**config.mk**
```make
export PLATFORM = sky130hd
export DESIGN_NAME = ide_irq_status
export DESIGN_NICKNAME = d
export VERILOG_FILES = /design/src/rtl/ide_irq_pkg.sv /design/src/rtl/ide_irq_edge.sv /design/src/rtl/ide_irq_mode.sv /design/src/rtl/ide_irq_chan.sv /design/src/rtl/ide_irq_status.sv
export SDC_FILE = /design/constraint.sdc
export NUM_CORES = 1
export LEC_CHECK = 0
export CORE_MARGIN = 4
export CORE_UTILIZATION = 43
export CTS_CLUSTER_DIAMETER = 200
export DETAILED_ROUTE_END_ITERATION = 12
export PLACE_DENSITY = 0.81
export REMOVE_ABC_BUFFERS = 1
export SETUP_SLACK_MARGIN = 0.3
export SYNTH_ARGS = -nofsm -noshare
export SYNTH_HDL_FRONTEND = slang
export SYNTH_SLANG_ARGS = --single-unit
```
**constraint.sdc**
```tcl
create_clock -name clk -period 3.2 [get_ports clk]
set_input_delay 0.64 -clock clk [delete_from_list [all_inputs] [get_ports clk]]
set_output_delay 0.64 -clock clk [all_outputs]
set_load 0.01 [all_outputs]
```
**src/rtl/ide_irq_pkg.sv**
```systemverilog
package ide_irq_pkg;

  typedef enum logic [1:0] {
    SEL_MODE = 2'd0,
    SEL_CMD  = 2'd1,
    SEL_STAT = 2'd2,
    SEL_NONE = 2'd3
  } reg_sel_e;

  // mode register layout
  localparam int MODE_EN_BIT   = 1;
  localparam int MODE_PEND_LSB = 2;

  // status register layout
  localparam int STAT_ACT_BIT = 0;
  localparam int STAT_ERR_BIT = 1;
  localparam int STAT_IRQ_BIT = 2;

  // command register layout
  localparam int CMD_START_BIT = 0;
  localparam int CMD_DIR_BIT   = 3;

endpackage

```
**src/rtl/ide_irq_edge.sv**
```systemverilog
module ide_irq_edge #(
  parameter int N = 2
) (
  input  logic         clk,
  input  logic         rst_n,
  input  logic [N-1:0] lvl,
  output logic [N-1:0] rise
);

  logic [N-1:0] prev_q;
  logic [N-1:0] prev_d;

  always_comb begin
    prev_d = lvl;
  end

  always_ff @(posedge clk or negedge rst_n) begin
    if (!rst_n) begin
      prev_q <= '0;
    end else begin
      prev_q <= prev_d;
    end
  end

  assign rise = lvl & ~prev_q;

endmodule

```
**src/rtl/ide_irq_mode.sv**
```systemverilog
module ide_irq_mode
  import ide_irq_pkg::*;
#(
  parameter int DW = 8
) (
  input  logic          clk,
  input  logic          rst_n,
  input  logic          we,
  input  logic [DW-1:0] wdata,
  output logic          en
);

  logic en_q;
  logic en_d;

  always_comb begin
    en_d = en_q;
    if (we) begin
      en_d = wdata[MODE_EN_BIT];
    end
  end

  always_ff @(posedge clk or negedge rst_n) begin
    if (!rst_n) begin
      en_q <= 1'b0;
    end else begin
      en_q <= en_d;
    end
  end

  assign en = en_q;

endmodule

```
**src/rtl/ide_irq_chan.sv**
```systemverilog
module ide_irq_chan
  import ide_irq_pkg::*;
#(
  parameter int DW = 8
) (
  input  logic          clk,
  input  logic          rst_n,
  input  logic          rise,
  input  logic          err_set,
  input  logic          pend_clr,
  input  logic          err_clr,
  input  logic          cmd_we,
  input  logic [DW-1:0] cmd_wdata,
  output logic          pend,
  output logic          err,
  output logic [DW-1:0] cmd
);

  localparam logic [DW-1:0] CMD_MASK =
    (DW'(1) << CMD_START_BIT) | (DW'(1) << CMD_DIR_BIT);

  logic          pend_q, pend_d;
  logic          err_q, err_d;
  logic [DW-1:0] cmd_q, cmd_d;

  always_comb begin
    // a new event wins over a same-cycle clear
    pend_d = rise | (pend_q & ~pend_clr);
    err_d  = err_set | (err_q & ~err_clr);
    cmd_d  = cmd_q;
    if (cmd_we) begin
      cmd_d = cmd_wdata & CMD_MASK;
    end
  end

  always_ff @(posedge clk or negedge rst_n) begin
    if (!rst_n) begin
      pend_q <= 1'b0;
      err_q  <= 1'b0;
      cmd_q  <= '0;
    end else begin
      pend_q <= pend_d;
      err_q  <= err_d;
      cmd_q  <= cmd_d;
    end
  end

  assign pend = pend_q;
  assign err  = err_q;
  assign cmd  = cmd_q;

endmodule

```
**src/rtl/ide_irq_status.sv**
```systemverilog
module ide_irq_status
  import ide_irq_pkg::*;
#(
  parameter int DW = 8
) (
  input  logic          clk,
  input  logic          rst_n,
  input  logic [1:0]    drv_irq,
  input  logic [1:0]    dma_err,
  input  logic          wr_en,
  input  logic [1:0]    reg_sel,
  input  logic          chan_sel,
  input  logic [DW-1:0] wdata,
  output logic [DW-1:0] rdata,
  output logic          host_irq,
  output logic [1:0]    xfer_ok
);

  localparam int NCH = 2;

  reg_sel_e sel;
  assign sel = reg_sel_e'(reg_sel);

  logic            mode_we;
  logic            irq_en;
  logic [NCH-1:0]  rise_vec;
  logic [NCH-1:0]  pend_vec;
  logic [NCH-1:0]  err_vec;
  logic [NCH-1:0]  act_vec;
  logic [DW-1:0]   cmd_arr  [NCH];
  logic [DW-1:0]   stat_arr [NCH];

  assign mode_we = wr_en && (sel == SEL_MODE);

  ide_irq_edge #(.N(NCH)) u_edge (
    .clk  (clk),
    .rst_n(rst_n),
    .lvl  (drv_irq),
    .rise (rise_vec)
  );

  ide_irq_mode #(.DW(DW)) u_mode (
    .clk  (clk),
    .rst_n(rst_n),
    .we   (mode_we),
    .wdata(wdata),
    .en   (irq_en)
  );

  for (genvar c = 0; c < NCH; c++) begin : g_ch
    logic hit;
    logic stat_we;
    logic cmd_we;
    logic pend_clr;
    logic err_clr;

    assign hit      = (chan_sel == 1'(c));
    assign stat_we  = wr_en && (sel == SEL_STAT) && hit;
    assign cmd_we   = wr_en && (sel == SEL_CMD) && hit;
    assign pend_clr = (mode_we && wdata[MODE_PEND_LSB + c]) ||
                      (stat_we && wdata[STAT_IRQ_BIT]);
    assign err_clr  = stat_we && wdata[STAT_ERR_BIT];

    ide_irq_chan #(.DW(DW)) u_chan (
      .clk      (clk),
      .rst_n    (rst_n),
      .rise     (rise_vec[c]),
      .err_set  (dma_err[c]),
      .pend_clr (pend_clr),
      .err_clr  (err_clr),
      .cmd_we   (cmd_we),
      .cmd_wdata(wdata),
      .pend     (pend_vec[c]),
      .err      (err_vec[c]),
      .cmd      (cmd_arr[c])
    );

    assign act_vec[c] = cmd_arr[c][CMD_START_BIT];

    always_comb begin
      stat_arr[c] = '0;
      stat_arr[c][STAT_ACT_BIT] = act_vec[c];
      stat_arr[c][STAT_ERR_BIT] = err_vec[c];
      stat_arr[c][STAT_IRQ_BIT] = pend_vec[c];
    end

    assign xfer_ok[c] = pend_vec[c] && !err_vec[c] && !act_vec[c];
  end

  always_comb begin
    rdata = '0;
    unique case (sel)
      SEL_MODE: rdata[MODE_PEND_LSB +: NCH] = pend_vec;
      SEL_CMD:  rdata = cmd_arr[chan_sel];
      SEL_STAT: rdata = stat_arr[chan_sel];
      default:  rdata = '0;
    endcase
  end

  assign host_irq = irq_en && (|pend_vec);

endmodule

```
==> results of run 1 <==
## layout make-up
cell class	count	area, um2	share of cell area (%)
Tap cell	15	18.8	2.11
Multi-Input combinational cell	43	345	38.9
Sequential cell	11	275	31.0
Clock buffer	4	26.3	2.96
Inverter	4	15.0	1.69
Timing Repair Buffer	21	208	23.4
## metal layers
layer	vias up	wire, um	track usage, %
li1	252	-	-
met1	239	567	18.8
met2	21	539	20.3
met3	5	127	4.14
met4	0	31	8.29
met5	-	0	0
## through the flow
step	util, %	cells	setup slack [ps]	hold WS, ps	area, um2
floorplan	-	58	1360	344	631
global placement	62.0	94	283	408	857
detailed placement	62.0	94	274	420	857
CTS	63.7	98	320	429	881
global route	64.3	98	234	461	888
finish	64.3	98	386	422	888
## flip-flops by register name, summed over array words and instances (netlist names)
name and flops:
g_ch.u_chan.cmd 4, g_ch.u_chan.err 2, g_ch.u_chan.pend 2, u_edge.prev_q 2, u_mode.en 1
## worst max-delay path, stage by stage
cell and delay, ps:
clkdlybuf4s50_1 510, inv_1 80, ha_1 240, a22oi_1 170, nor2_1 50, clkdlybuf4s50_1 470
## placed cells by master, fill, tap and decap left out, types with 2 or more instances in the layout
| master | count |
|---|---|
| mux2i_1 | 2 |
| nand4_1 | 2 |
| mux2_2 | 5 |
| nand2_1 | 2 |
| nor3b_1 | 2 |
| nand3_1 | 4 |
| clkbuf_4 | 3 |
| o21ai_0 | 3 |
| dlygate4sd2_1 | 2 |
| dfrtp_1 | 11 |
| clkdlybuf4s50_1 | 17 |
| ha_1 | 2 |
| mux2_4 | 2 |
| ha_2 | 2 |
| conb_1 | 4 |
| nor2_1 | 4 |
| inv_1 | 4 |
## where the power goes
part | internal, mW | switching, mW | total [mW]
registers | 0.157 | 0.0132 | 0.171
clock network | 0.0484 | 0.0480 | 0.0963
logic | 0.0566 | 0.0352 | 0.0918
total | 0.262 | 0.0964 | 0.359
## logic make-up (layout without fill, tap and decap cells)
kind of cell,Yosys count,after routing,share of synthesized area (%)
AOI/OAI and AO/OA,9,9,9.93
DFF,11,11,41.2
adders and majority gates,4,4,7.49
other,1,4,0.561
buffers and inverters,10,29,9.55
and+or+nand+nor,17,17,15.4
muxes,9,9,15.9
## what timing repair did
| item | in CTS | in global routing |
|---|---|---|
| setup endpoints to repair | 3 | 3 |
| hold endpoints to repair | 0 | 0 |
| pin swaps | 0 | 0 |
| hold buffers | 0 | 0 |
| resized for setup | 2 | 3 |
## worst paths after layout
kind,startpoint,to,cells past startpoint
max in group asynchronous,rst_n,g_ch[0].u_chan.err,1
worst min-delay path,u_edge.prev_q[1],g_ch[1].u_chan.pend,1
worst max register to register,g_ch[1].u_chan.cmd[0],g_ch[1].u_chan.cmd[0],1
worst min register to register,u_edge.prev_q[1],g_ch[1].u_chan.pend,1
worst max-delay path,reg_sel[1],rdata[3],6
min in group asynchronous,rst_n,g_ch[1].u_chan.err,1
==> qor.yml, run 1 <==
cts_max_path_buffers: 2
root_buffer: "clkbuf_4"
setup-violations-final: 0
layout-drive-gt1-share_pct: 18.1
synth_top_area_cell: "dfrtp_1"
critPathLaunchType: "primary input"
netlist.area_leader.share_pct: 41.2
drt-total-wl_um: 1270
path_max_fanout: 4
insertion_delay_ps: 270
drc: 0
antenna_found_initial: 0
arrival_ps: 2170
hold_class: "reg2reg"
period_minus_slack_ps: 2810
finalHoldViolations: 0
grtUsageTotal_pct: 14.1
die_y_um: 47.4
worstPathRequired_ps: 2560
vias_per_cell: 5.28
vdd_drop_max_uv: 246
dr.first_iter.drc_count: 5
die_w_um: 47.4
outcome: "complete, no violations"
synthFlopType: "dfrtp_1"
yosysWarnings: 0
regToRegSetupSlack_ps: 2420
area_growth_pct: 33.0
routedWlPerCell_um: 12.9
coreArea_um2: 1380
finalSetupTns_ps: 0
end_kind: "output port"
cts_setup_buffers: 0
slew_violations: 0
cts.sinks: 11
rsz0062_at_grt: "yes"
antenna_left: 0
dieArea_um2: 2250
n_antenna_cell: 0
avgSynthCellArea_um2: 11.0
first_pass_iters: 2
syn_area_um2: 668
grt_pass1_vias: 523
synth_common_cells: "dfrtp_1 (11), buf_4 (5), mux2_2 (5)"
tritoncts: "built"
io_buffers: 20
start_util_pct: 48.3
io_pins: 29
synth-seq-cells: 11
path_class: "in2out"
h-tree-depth: 1
dr_total_vias: 517
cts_made_buffers: 3
final_nets: 106
clk_pin_slew_ps: 70
seq_area_frac_synth_pct: 41.2
async_flop_share_pct: 100
dpl.hpwl_um: 1020
grt_max_degree: 12
power-per-cell-area_nw_per_um2: 404
n_fill_cell: 104
synth.most_common_cell: "dfrtp_1"
core.rowCount: 13
finalPower_mw: 0.359
gp_congestion: 0.762
synthTopCellsByArea: "dfrtp_1 (41%), mux2_2 (8.4%), ha_1 (7.5%)"
synth.distinct_cells: 24
min_period_over_period_pct: 87.9
grt_pass1_wl_um: 2170
skew_ps: 0.00108
fmax_ghz: 0.355
synth-edff-count: 0
grt-ovfl-total: 0
leakage_nw: 0.413
cap_viol_max_count: 0
syn_inst: 61
No activity file was read; power rests on OpenSTA's default activity.
==> run 2: changes to the inputs <==
- SKIP_LAST_GASP: not set -> 1
==> results of run 2 <==
The final DEF is identical to that of run 1; final timing and power are the same.
==> run 3: changes to the inputs <==
- CORE_MARGIN: 4 -> 2
- SETUP_SLACK_MARGIN: 0.3 -> not set
==> run 3 against run 2 <==
Against the previous run: sequential cell count did not move; via count fell by 2.1%; largest power group unchanged; cell area fell by 0.42%; die area fell by 16%; critical path depth did not move; global-route usage rose by 2.0 points; cell count rose by 1.0%; worst setup slack got worse by 120 ps; clock power fell by 2.4%; clock skew rose by 2.0 ps.
==> qor.yml, run 3 (synthesis gave the netlist of run 1 again) <==
cts_made_buffers: 3
end_kind: "output port"
drc: 0
cts_setup_buffers: 0
antenna_found_initial: 0
postCtsHoldBufs: 0
reg2reg_depth: 1
skew_ps: 1.99
dpl.hpwl_um: 1050
hp-start: "u_edge.prev_q[1]"
core.rowCount: 14
n_fill_cell: 122
path_class: "in2out"
fmax_ghz: 0.341
coreArea_um2: 1490
grt-ovfl-total: 0
die_w_um: 43.4
final_nets: 106
dieArea_um2: 1890
dr_total_vias: 506
io_buffers: 20
cts_resized: 0
area_growth_pct: 32.4
timing.rr.start: "g_ch[0].u_chan.cmd[0]"
start_util_pct: 44.9
routedWlPerCell_um: 13.3
path_max_fanout: 7
outcome: "complete, no violations"
hold_class: "reg2reg"
grt_pass1_wl_um: 2150
mostFrequentLayoutCells: "clkdlybuf4s50_1 (20), dfrtp_1 (11), mux2_2 (5)"
period_minus_slack_ps: 2930
io_pins: 29
grt_pass1_vias: 505
arrival_ps: 2290
vias_per_cell: 5.11
cts.sinks: 11
h-tree-depth: 1
largest_reg_flops: 4
finalHoldViolations: 0
root_buffer: "clkbuf_4"
final_cell_count_no_fill: 99
critPathLaunchType: "primary input"
worstPathRequired_ps: 2560
finalSetupTns_ps: 0
clk_pin_slew_ps: 70
power-per-cell-area_nw_per_um2: 405
min_period_over_period_pct: 91.7
grtUsageTotal_pct: 16.1
final_common_cell: "clkdlybuf4s50_1"
tritoncts: "built"
cp-endpoint: "rdata[0]"
layout-drive-gt1-share_pct: 15.7
gp_congestion: 0.785
drt-total-wl_um: 1320
vdd_drop_max_uv: 222
setup-violations-final: 0
worst_pin_slew_ps: 507
first_pass_iters: 4
place_inst: 95
grt_max_degree: 12
antenna_left: 0
rsz0062_at_grt: "no"
slew_violations: 0
die_y_um: 43.4
regToRegSetupSlack_ps: 2430
cts_max_path_buffers: 2
leakage_nw: 0.394
holdPathStages: 1
dr.first_iter.drc_count: 5
insertion_delay_ps: 270
cap_viol_max_count: 0
regToRegEndpoint: "g_ch[0].u_chan.cmd[0]"
crit_start: "reg_sel[0]"
relSlewSlack_pct: 66.1
timing.hold.ws_ps: 429
n_antenna_cell: 0
==> run 3: cell types whose count changed in the layout (fill, tap and decap cells not counted), sizes merged <==
cell | before | now
dlymetal6s2s | 1 | 0
clkdlybuf4s50 | 17 | 20
dlygate4sd2 | 2 | 0
==> run 3: final cells by class <==
cell class	count	area, um2	area share (%)
clock buffer	4	26.3	2.97
inverter	4	15.0	1.70
multi-input combinational	43	340	38.5
sequential	11	275	31.1
tap	16	20.0	2.26
timing repair buffer	21	208	23.5
==> run 3: worst max-delay path, cell delays in order <==
cell             delay, ps
clkdlybuf4s50_1        460
inv_1                  110
ha_1                   290
o21ai_0                120
nor2_1                 120
clkdlybuf4s50_1        550
==> run 3: how the worst min path moves through the flow <==
stage / end / slack, ps
finish: g_ch[1].u_chan.pend / 430
global route: g_ch[1].u_chan.pend / 440
CTS: g_ch[1].u_chan.pend / 440
detailed placement: g_ch[1].u_chan.pend / 420
global placement: g_ch[1].u_chan.pend / 410
floorplan: g_ch[0].u_chan.cmd[0] / 340
==> run 3: routing by layer <==
metal,GRT usage [%],wire [um],vias to the layer above
li1,-,-,248
met3,4.58,66,4
met4,9.09,22,0
met1,20.0,604,237
met5,0,0,-
met2,25.1,627,17
==> run 3: power breakdown <==
part / internal, mW / switching [mW]
combinational: 0.0576 / 0.0354
clock: 0.0482 / 0.0458
sequential: 0.157 / 0.0136
total: 0.263 / 0.0949
==> run 3: through the flow <==
stage	utilization, %	total power [mW]	setup slack, ps	cell area [um2]
2_1_floorplan	-	0.218	1360	631
3_3_place_gp	57.6	0.264	308	858
3_5_place_dp	57.6	0.268	305	858
4_1_cts	59.4	0.364	285	885
5_1_grt	59.4	0.382	202	885
6_report	59.4	0.358	267	885
